--- src/rtl/i2c_irq_pkg.sv ---
package i2c_irq_pkg;
   localparam int EVT_KINDS = 5;
   localparam int EV_ARB    = 0;
   localparam int EV_NACK   = 1;
   localparam int EV_TMO    = 2;
   localparam int EV_START  = 3;
   localparam int EV_STOP   = 4;
   localparam int N_EDGE    = 2;
endpackage

--- src/rtl/irq_flag_bank.sv ---
module irq_flag_bank #(
   parameter int W = 8
) (
   input  logic         clk,
   input  logic         rst_n,
   input  logic [W-1:0] set_i,
   input  logic [W-1:0] clr_i,
   output logic [W-1:0] flag_o
);
   if (W < 1) begin : g_bad_w
      $error("irq_flag_bank: W must be at least 1");
   end

   logic [W-1:0] q;

   always_ff @(posedge clk) begin
      if (!rst_n) q <= '0;
      else        q <= set_i | (q & ~clr_i);
   end

   assign flag_o = q;

   // a set strobe always leaves the flag high
   a_r2_set_beats_clear: assert property (@(posedge clk) disable iff (!rst_n)
      (|set_i) |=> ((q & $past(set_i)) == $past(set_i)));
   // a clear without a set leaves the flag low
   a_r2_clear_takes: assert property (@(posedge clk) disable iff (!rst_n)
      (|(clr_i & ~set_i)) |=> ((q & $past(clr_i & ~set_i)) == '0));
endmodule

--- src/rtl/irq_edge_gate.sv ---
module irq_edge_gate (
   input  logic clk,
   input  logic rst_n,
   input  logic flag_i,
   input  logic en_i,
   input  logic pend_i,
   output logic req_o
);
   logic cond, cond_q, rise, held_q, req_q;

   assign cond = flag_i & en_i;
   assign rise = cond & ~cond_q;

   always_ff @(posedge clk) begin
      if (!rst_n) begin
         cond_q <= 1'b0;
         held_q <= 1'b0;
         req_q  <= 1'b0;
      end else begin
         cond_q <= cond;
         if (!en_i) begin
            held_q <= 1'b0;
            req_q  <= 1'b0;
         end else if (rise || held_q) begin
            if (pend_i) begin
               held_q <= 1'b1;
               req_q  <= 1'b0;
            end else begin
               held_q <= 1'b0;
               req_q  <= 1'b1;
            end
         end else begin
            req_q <= 1'b0;
         end
      end
   end

   assign req_o = req_q;

   // nothing leaves while the controller still has the source pending
   a_r8_quiet_while_pending: assert property (@(posedge clk) disable iff (!rst_n)
      pend_i |=> !req_o);
   // the slot keeps its request while pending and enabled
   a_r8_slot_retained: assert property (@(posedge clk) disable iff (!rst_n)
      (held_q && pend_i && en_i) |=> held_q);
   // a disabled source neither pulses nor keeps a held request
   a_r9_disable_flushes: assert property (@(posedge clk) disable iff (!rst_n)
      !en_i |=> (!req_o && !held_q));
   // no pulse without a fresh edge or a held request
   a_r7_needs_cause: assert property (@(posedge clk) disable iff (!rst_n)
      (!cond && !held_q) |=> !req_o);
endmodule

--- src/rtl/i2c_irq_ctrl.sv ---
module i2c_irq_ctrl
   import i2c_irq_pkg::*;
#(
   parameter int N_EVT = 5
) (
   input  logic             clk,
   input  logic             rst_n,
   input  logic [N_EVT-1:0] ev_src,
   input  logic             ev_rx_full,
   input  logic             ev_tx_empty,
   input  logic             ev_tx_end,
   input  logic             wr_txdata,
   input  logic             rd_rxdata,
   input  logic [N_EVT-1:0] sw_clr_src,
   input  logic             sw_clr_tend,
   input  logic [N_EVT-1:0] en_src,
   input  logic             en_rx,
   input  logic             en_tx,
   input  logic             en_tend,
   input  logic             ir_rx,
   input  logic             ir_tx,
   output logic             irq_evt,
   output logic             irq_rx,
   output logic             irq_tx,
   output logic             irq_tend,
   output logic [N_EVT-1:0] flag_src,
   output logic             flag_rx,
   output logic             flag_tx,
   output logic             flag_tend
);
   if (N_EVT != EVT_KINDS) begin : g_bad_nevt
      $error("i2c_irq_ctrl: N_EVT must equal the number of event kinds");
   end

   localparam int NF     = N_EVT + 3;
   localparam int IDX_RX = N_EVT;
   localparam int IDX_TX = N_EVT + 1;
   localparam int IDX_TE = N_EVT + 2;

   logic          stop_ev;
   logic [NF-1:0] f_set, f_clr, fq;

   assign stop_ev = ev_src[EV_STOP];
   assign f_set   = {ev_tx_end, ev_tx_empty, ev_rx_full, ev_src};
   assign f_clr   = {wr_txdata | stop_ev | sw_clr_tend,
                     wr_txdata | stop_ev,
                     rd_rxdata,
                     sw_clr_src};

   irq_flag_bank #(.W(NF)) u_flags (
      .clk    (clk),
      .rst_n  (rst_n),
      .set_i  (f_set),
      .clr_i  (f_clr),
      .flag_o (fq)
   );

   logic [N_EDGE-1:0] e_flag, e_en, e_pend, e_req;
   assign e_flag = {fq[IDX_TX], fq[IDX_RX]};
   assign e_en   = {en_tx, en_rx};
   assign e_pend = {ir_tx, ir_rx};

   for (genvar g = 0; g < N_EDGE; g++) begin : g_edge
      irq_edge_gate u_gate (
         .clk    (clk),
         .rst_n  (rst_n),
         .flag_i (e_flag[g]),
         .en_i   (e_en[g]),
         .pend_i (e_pend[g]),
         .req_o  (e_req[g])
      );
   end

   assign flag_src  = fq[N_EVT-1:0];
   assign flag_rx   = fq[IDX_RX];
   assign flag_tx   = fq[IDX_TX];
   assign flag_tend = fq[IDX_TE];
   assign irq_rx    = e_req[0];
   assign irq_tx    = e_req[1];
   assign irq_evt   = |(fq[N_EVT-1:0] & en_src);
   assign irq_tend  = fq[IDX_TE] & en_tend;

   // a stop event with no new set empties both transmit flags
   a_r6_stop_drops_tx: assert property (@(posedge clk) disable iff (!rst_n)
      (stop_ev && !ev_tx_empty && !ev_tx_end) |=> (!flag_tx && !flag_tend));
   // outputs are quiet right after reset
   a_r1_reset_quiet: assert property (@(posedge clk)
      !rst_n |=> (!irq_rx && !irq_tx && !flag_tend && flag_src == '0));
endmodule

--- config.mk ---
export PLATFORM = sky130hd
export DESIGN_NAME = i2c_irq_ctrl
export DESIGN_NICKNAME = d
export VERILOG_FILES = /design/src/rtl/i2c_irq_pkg.sv /design/src/rtl/irq_flag_bank.sv /design/src/rtl/irq_edge_gate.sv /design/src/rtl/i2c_irq_ctrl.sv
export SDC_FILE = /design/constraint.sdc
export NUM_CORES = 1
export LEC_CHECK = 0
export CORE_MARGIN = 5
export CORE_UTILIZATION = 36
export CTS_BUF_LIST = sky130_fd_sc_hd__clkbuf_16
export DETAILED_ROUTE_END_ITERATION = 6
export GPL_ROUTABILITY_DRIVEN = 0
export GPL_TIMING_DRIVEN = 1
export PLACE_DENSITY = 0.77
export SYNTH_ARGS = -nofsm -noshare
export SYNTH_HDL_FRONTEND = slang
export SYNTH_HIERARCHICAL = 1
export SYNTH_SLANG_ARGS = --single-unit
--- constraint.sdc ---
create_clock -name clk -period 2.4 [get_ports clk]
set_clock_uncertainty 0.2 [all_clocks]
set_input_delay 0.36 -clock clk [delete_from_list [all_inputs] [get_ports clk]]
set_output_delay 0.36 -clock clk [all_outputs]
set_load 0.005 [all_outputs]
* Yosys cells after proc, flatten, opt, wreduce, memory -nomap -nowiden
Index checks and enable logic that the tools add are counted.
Storage, ports and cells: register bits 14, output and inout bits 12, word-level logic and storage cells 31
Cells by class: mux-type cells 4, bitwise logic cells 13, reduce and logical (&&, ||, !) cells 7
Operators by type and width (count):
- $and A8 B8 Y8 | 1
- $not A8 Y8 | 1
- $or A8 B8 Y8 | 1
- $reduce_and A3 Y1 | 2
- $and A1 B1 Y1 | 5
- $and A5 B5 Y5 | 1
- $reduce_or A5 Y1 | 1
- $mux W1 | 4
- $reduce_and A2 Y1 | 2
- $logic_or A1 B1 Y1 | 2
- $not A1 Y1 | 2
- $or A1 B1 Y1 | 2

* Longest topological paths before layout
Gate-level depths: netlist of the first run.
depth after elaboration 5, gate-level depth with buffers 3, gate-level depth less buffers 3

* Modules after synthesis
Netlist of the first run, hierarchy kept.
Modules (own cells, without submodules):
- irq_flag_bank | instances 1, cells each 25, area an instance 337.8 um2, seq. area each 160.2 um2
- irq_edge_gate | instances 2, cells each 10, area an instance 111.4 um2, seq. area each 60.1 um2
- i2c_irq_ctrl | instances 1, cells each 6, area an instance 40.0 um2, seq. area each 0.0 um2

* Least setup slack after synthesis of the first run
No wires, ideal clock.
kind in2out, from input en_src[0], to output irq_evt, data arrival time 0.732 ns, data required time 1.840 ns, slack 1.108 ns, stages on the path 2, path buffers 0, path through a222oi_1 -> nand2_1
On the way: word-level cells in the longest chain between the ends 2
Ends and longest elaborated chain:
- start, declared | line i2c_irq_ctrl.sv:16 | input logic [N_EVT-1:0] en_src,
- $and A5 B5 Y5 | line i2c_irq_ctrl.sv:80 | assign irq_evt = |(fq[N_EVT-1:0] & en_src);
- $reduce_or A5 Y1 | line i2c_irq_ctrl.sv:80
- end, declared | line i2c_irq_ctrl.sv:22 | output logic irq_evt,
Every way passes these cells.

* Final worst setup path of the first run
Ends and elaborated chain as after synthesis.

==> metrics.md, run 1 <==
| Metric | Value |
|---|---|
| Post-synthesis instance total | 51 |
| Post-Syn Area | 601 um2 |
| Post-CTS setup buffers | 0 |
| Cells along the critical path | clkdlybuf4s50_1 > a222oi_1 > nand2_1 > clkdlybuf4s50_1 |
| Vias in the first global route | 583 |
| Synth Net Count | 79 |
| Multiplexer share of the synthesized area | 0% |
| Slowest cell delay on critical path | 0.45 ns |
| Antenna cells | 0 |
| R2r worst-path depth | 2 |
| DR vias | 528 |
| Average wire per standard cell | 13.0 um |
| MaxCap Viol Count | 0 |
| Antenna Nets Post-Route | 0 |
| Worst Hold End | g_edge[1].u_gate/req_o$_SDFF_PN0_ |
| Pwr Total | 664 uW |
| DR DRC count | 0 |
| Post-synthesis compound-gate area fraction | 18.8% |
| Setup TNS | 0 ns |
| Seq/Total Area, Yosys | 46.7% |
| Initial antenna violation count | 0 |
| I/O pins | 40 |
| Synth Area per Inst | 11.8 um2 |
| Reg2reg start | u_flags/flag_o[5]$_SDFF_PN0_ |
| Worst hold path class | reg2reg |
| Root Buffer | clkbuf_16 |
| Worst Path Required | 1.84 ns |
| Outcome | finished clean |
| Rows | 14 |
| Remaining global-route overflow | 0 |
| 1st-iter DRT viols | 8 |
| Total core area | 1540 um2 |
| Slew headroom | 68.1% |
| Post-synthesis simple-gate area fraction | 32.1% |
| Adder-Cell Fraction of Synth Area | 0% |
| Flop2flop setup slack | 1.40 ns |
| CTS tree | built |
| H-tree depth | 1 |
| Final period util | 88.9% |
| Top cell type's share of synthesized area | 46.7% |
| Clock Sinks | 14 |
| Filler Cell Count | 128 |
| Max FO, Critical Path | 1 |
| Slowest CP cell | clkdlybuf4s50_1 |
| DR pass1 iterations | 4 |
| Global Route Usage Sum | 12.4% |
| Area Overhead vs Synth | 79.6% |
| Detailed Place HPWL | 1140 um |
| Largest net degree at the start of global routing | 15 |
| Post-CTS sizing | 0 |
| Fin. Hold Viols | 0 |
| Synth cell types | 16 |
| Critical Path AT | 1.57 ns |
| Final worst slack | 0.266 ns |
| Die height | 50.8 um |
| Yosys reg bits | 14 |
| Hold Buf Count CTS | 0 |
| Synth Area in XOR/XNOR | 0% |
| Die area | 2590 um2 |
| Startpoint Class | input port |
| Port Buf Inserts | 39 |
| Leakage power | 0.000404 uW |
| Initial core utilization | 39.0% |
| Critical Path Sink Type | primary output |
| Crit path top cell by count | clkdlybuf4s50_1 |
| Final WL | 1410 um |
| Tmin final | 2.13 ns |
| FMAX | 0.469 GHz |
| Reg-to-reg endpoint | g_edge[0].u_gate/req_o$_SDFF_PN0_ |
| WHS Path Cells | 2 |
| Setup Slack @ Placement | 0.260 ns |
| First-pass GRT wire length | 2390 um |
| Layout cells sized above 1 | 19.6% |
| Max Buffers Root-to-Sink | 2 |
| Clock-pin slew on the worst setup and hold paths | 0.04 ns |
| Slew Viols, Final | 0 |
| Top cells by area, synth | dfxtp_1, nor2b_4, o21a_1 |
| Fin util | 70.0% |
| Vias per std cell | 4.89 |
| Most frequent cells in the layout | clkdlybuf4s50_1, dfxtp_1, nor2b_4, o21a_1 |
| Final setup violating endpoints | 0 |
| Commonest non-fill, non-tap cell in the layout | clkdlybuf4s50_1 |
| Yosys warns | 6 |
| Final nets | 122 |
| Largest family of logic cells by synthesized area | simple AND/OR/NAND/NOR gates |
| RSZ-0062 raised after global routing | false |
| Num CTS Buffers | 3 |
| Worst vdd ir | 0.379 mV |
| Critical path class | in2out |
| Power per cell area | 615 nW/um2 |
| Die Span X | 50.8 um |
| Actual slew at the worst max-slew pin | 0.476 ns |
| Cell taking the most area after synthesis | dfxtp_1 |
| Min-Delay Startpoint | g_edge[1].u_gate/held_q$_SDFFE_PN0P_ |
| Worst skew pair latency | 0.23 ns |
[routing by layer]
layer,wire (um),vias to the layer above,GRT usage [%]
met5,0,-,0
met4,19,0,6.38
met3,257,2,9.01
met2,630,29,19.6
met1,501,239,11.8
li1,-,258,-
[area by class of cell]
class | count | area, um2 | area share, %
flip-flops and latches | 14 | 280 | 26.0
multi-input cells | 34 | 305 | 28.3
well taps | 16 | 20.0 | 1.86
clock buffers | 3 | 75.1 | 6.96
inverters | 2 | 7.51 | 0.696
repair buffers | 39 | 390 | 36.2
[power breakdown]
group          internal (uW)  leakage (uW)  total (uW)  switching, uW
clock                    217     0.0000370         301           83.8
combinational           80.5      0.000252         110           29.1
sequential               245      0.000116         253           8.73
[sequential cells by signal, summed over array words and instances (netlist names)]
signal,count
u_flags/flag_o,8
g_edge.u_gate/cond_q,2
g_edge.u_gate/req_o,2
g_edge.u_gate/held_q,2
[how the worst max path moves through the flow]
stage,startpoint,depth (start not counted),endpoint,slack [ns]
finish,en_src[0],4,irq_evt,0.27
global route,en_src[0],4,irq_evt,0.16
CTS,en_src[0],4,irq_evt,0.25
detailed placement,en_src[0],4,irq_evt,0.26
global placement,en_src[0],4,irq_evt,0.26
floorplan,en_src[0],2,irq_evt,1.11
[critical path: cells and delay by family]
| family | cells | cell delay [ns] |
|---|---|---|
| buf+inv | 2 | 0.85 |
| compound gates | 1 | 0.29 |
| simple gates | 1 | 0.08 |
[Yosys cell counts]
cell type / number
a222oi_1: 1
and3_2: 2
nand3_1: 2
o21a_1: 8
nand2_1: 3
buf_4: 1
or2_2: 1
a22oi_1: 1
inv_1: 2
and2_1: 1
nand2b_4: 2
a211oi_2: 2
a21oi_1: 2
or3_1: 1
dfxtp_1: 14
nor2b_4: 8
[per-stage QoR]
step	cells	hold slack, ns	cell area, um2
final	108	0.268	1080
after global routing	108	0.286	1080
after CTS	108	0.272	1080
after detailed placement	105	0.264	1000
after global placement	105	0.252	1000
after floorplan	51	0.225	601
[kinds of logic (layout without fill, tap and decap cells)]
family / count (synthesis) / count (layout)
AND/OR/NAND/NOR: 20 / 20
buffers and inverters: 3 / 44
AO/OA/AOI/OAI: 14 / 14
flip-flops: 14 / 14
Power figures use the tool's default switching activity.
==> run 2: changes to the inputs <==
--- a/config.mk
+++ b/config.mk
@@ -6,12 +6,12 @@
 export NUM_CORES = 1
 export LEC_CHECK = 0
 export CORE_MARGIN = 5
-export CORE_UTILIZATION = 36
+export CORE_UTILIZATION = 34
 export CTS_BUF_LIST = sky130_fd_sc_hd__clkbuf_16
 export DETAILED_ROUTE_END_ITERATION = 6
 export GPL_ROUTABILITY_DRIVEN = 0
 export GPL_TIMING_DRIVEN = 1
-export PLACE_DENSITY = 0.77
+export PLACE_DENSITY = 0.73
 export SYNTH_ARGS = -nofsm -noshare
 export SYNTH_HDL_FRONTEND = slang
 export SYNTH_HIERARCHICAL = 1
==> constraint.sdc (replaced) <==
create_clock -name clk -period 2 [get_ports clk]
set_clock_uncertainty 0.2 [all_clocks]
set_input_delay 0.3 -clock clk [delete_from_list [all_inputs] [get_ports clk]]
set_output_delay 0.3 -clock clk [all_outputs]
set_load 0.005 [all_outputs]
==> run 2 against run 1 <==
Against the previous run: critical path depth did not move; utilization fell by 5.8 points; design area rose by 1.6%; power rose by 20%; global-route usage fell by 1.2 points; die area rose by 4.7%; final cell count rose by 9.3%; first-iteration DRC count fell by 38%; largest cell class unchanged.
==> metrics.md, run 2 (synthesis gave the netlist of run 1 again) <==
| Metric | Value |
|---|---|
| Most frequent cells in the layout | clkdlybuf4s50_1, dfxtp_1, nor2b_4, o21a_1 |
| Max Buffers Root-to-Sink | 2 (unchanged) |
| Num CTS Buffers | 3 (unchanged) |
| Worst vdd ir | 0.695 mV (+83%) |
| Actual slew at the worst max-slew pin | 0.390 ns (-0.0868 ns) |
| Top delay family on crit path | buffers and inverters |
| FMAX | 0.535 GHz |
| Slowest cell delay on critical path | 0.40 ns (-0.05 ns) |
| Worst hold path class | reg2reg |
| Worst path bufs/invs | 2 (unchanged) |
| H-tree depth | 1 (unchanged) |
| DR pass1 iterations | 4 (unchanged) |
| Tmin final | 1.87 ns |
| CTS tree | built |
| Hold slack final | 0.268 ns (+0.0000650 ns) |
| Final WL | 1400 um (-0.43%) |
| Outcome | finished clean |
| Antenna cells | 0 (unchanged) |
| Critical path class | in2out |
| Hold Buf Count CTS | 0 (unchanged) |
| Max FO, Critical Path | 1 (unchanged) |
| Die Span X | 52.0 um (+2.3%) |
| Vias in the first global route | 526 (-9.8%) |
| Fin util | 64.2% (-5.8 points) |
| Clock-pin slew on the worst setup and hold paths | 0.04 ns (about the same) |
| Area Overhead vs Synth | 82.5% |
| First-pass GRT wire length | 2230 um (-6.7%) |
| Total core area | 1710 um2 (+11%) |
| Setup TNS | 0 ns (unchanged) |
| Root Buffer | clkbuf_16 |
| 1st-iter DRT viols | 5 (-3) |
| Layout cells sized above 1 | 20.4% (+0.86 points) |
| Worst Path Required | 1.50 ns (-0.34 ns) |
| Startpoint Class | input port |
| Vias per std cell | 4.36 (-11%) |
| Commonest non-fill, non-tap cell in the layout | clkdlybuf4s50_1 |
| Detailed Place HPWL | 1180 um (+4.0%) |
| Final period util | 93.5% |
| Final worst slack | 0.131 ns (-0.135 ns) |
| Fin. Hold Viols | 0 (unchanged) |
| Critical Path Sink Type | primary output |
| Worst skew pair latency | 0.24 ns (about the same) |
| Rows | 15 (+1) |
| Top Layer Used | met4 |
| Sw Ratio | 18.2% (-0.078 points) |
| Slew headroom | 73.9% (+5.8 points) |
| Leakage power | 0.000410 uW (+1.5%) |
| Remaining global-route overflow | 0 (unchanged) |
| Max reg flops | 8 (unchanged) |
| Cells along the critical path | clkdlybuf4s50_1 > a222oi_1 > nand2_1 > dlygate4sd2_1 |
| Power per cell area | 725 nW/um2 (+18%) |
| Die height | 52.0 um (+2.3%) |
| Clock share of power | 45.5% (+0.2 points) |
| MaxCap Viol Count | 0 (unchanged) |
| Slowest CP cell | clkdlybuf4s50_1 |
| DR DRC count | 0 (unchanged) |
| Setup Slack @ Placement | -0.0592 ns (-0.319 ns) |
| Final nets | 123 (+0.82%) |
| Routed met3 length | 105 um (-59%) |
| Initial antenna violation count | 0 (unchanged) |
| RSZ-0062 raised after global routing | false |
| Post-CTS setup buffers | 0 (unchanged) |
| Global Route Usage Sum | 11.1% (-1.2 points) |
| Die area | 2710 um2 (+4.7%) |
| Average wire per standard cell | 11.9 um (-8.9%) |
| Final Cell Area | 1100 um2 (+1.6%) |
| Largest net degree at the start of global routing | 12 (-3) |
| Antenna Nets Post-Route | 0 (unchanged) |
| DR vias | 514 (-2.7%) |
| Met2 WL | 815 um (+29%) |
| Initial core utilization | 35.2% (-3.8 points) |
| Critical Path AT | 1.37 ns (-0.20 ns) |
| Clock Sinks | 14 (unchanged) |
| Psw | 145 uW (+19%) |
| Post-Place Cell Area | 1020 um2 (+1.9%) |
| Internal | 650 uW (+20%) |
| Port Buf Inserts | 39 (unchanged) |
| Comb pwr share | 16.4% (about the same) |
| Final setup violating endpoints | 0 (unchanged) |
| Met1 Wirelength | 464 um (-7.4%) |
| I/O pins | 40 (unchanged) |
| Seq pwr share | 38.2% (about the same) |
| Slew Viols, Final | 0 (unchanged) |
run 2: changes by cell type in the layout (fill, tap and decap cells not counted):
cell,before,now
buf_4,0,1
clkdlybuf4s50_1,39,38
dlygate4sd2_1,0,1
run 2: per-stage QoR:
stage / cells / total power (uW)
3_3_place_gp: 115 / 440
5_1_grt: 118 / 824
4_1_cts: 118 / 808
3_5_place_dp: 115 / 442
6_report: 118 / 795
2_1_floorplan: 51 / 349
run 2: power groups by stage:
stage	Sequential, uW	Clock, uW	Combinational (uW)
3_5_place_dp	309	0	133
3_3_place_gp	308	0	131
5_1_grt	305	380	139
4_1_cts	304	372	132
6_report	303	362	130
2_1_floorplan	308	0	40.4
run 2: area by class of cell:
| class | instances | area (um2) |
|---|---|---|
| inverter | 2 | 7.51 |
| tap | 25 | 31.3 |
| multi-input combinational | 34 | 305 |
| fill | 146 | 612 |
| sequential | 14 | 280 |
| clock buffer | 3 | 75.1 |
| timing repair buffer | 40 | 397 |
run 2: tightest hold or removal path, delay by kind of cell, from the launching register on:
| family | cells | cell delay, ns |
|---|---|---|
| AO/OA/AOI/OAI | 1 | 0.06 |
| buffers and inverters | 1 | 0.07 |
| flip-flops | 1 | 0.29 |
run 2: routing by layer:
metal	vias up	global-route usage (%)
met4	0	3.93
met5	-	0
met1	231	9.62
met3	2	4.01
met2	18	22.6
li1	263	-
run 2: final timing paths:
path              slack, ns                                  from                                 to  cells after the start
setup reg to reg       1.05          u_flags/flag_o[6]$_SDFF_PN0_       u_flags/flag_o[6]$_SDFF_PN0_                      2
setup / recovery       0.13                             en_src[0]                            irq_evt                      4
hold reg to reg        0.27  g_edge[0].u_gate/held_q$_SDFFE_PN0P_  g_edge[0].u_gate/req_o$_SDFF_PN0_                      2
hold / removal         0.27  g_edge[0].u_gate/held_q$_SDFFE_PN0P_  g_edge[0].u_gate/req_o$_SDFF_PN0_                      2
run 2: what timing repair did:
action / in CTS / in global routing
resized for setup: 1 / 0
setup endpoints to repair: 1 / 0
hold endpoints to repair: 0 / 0
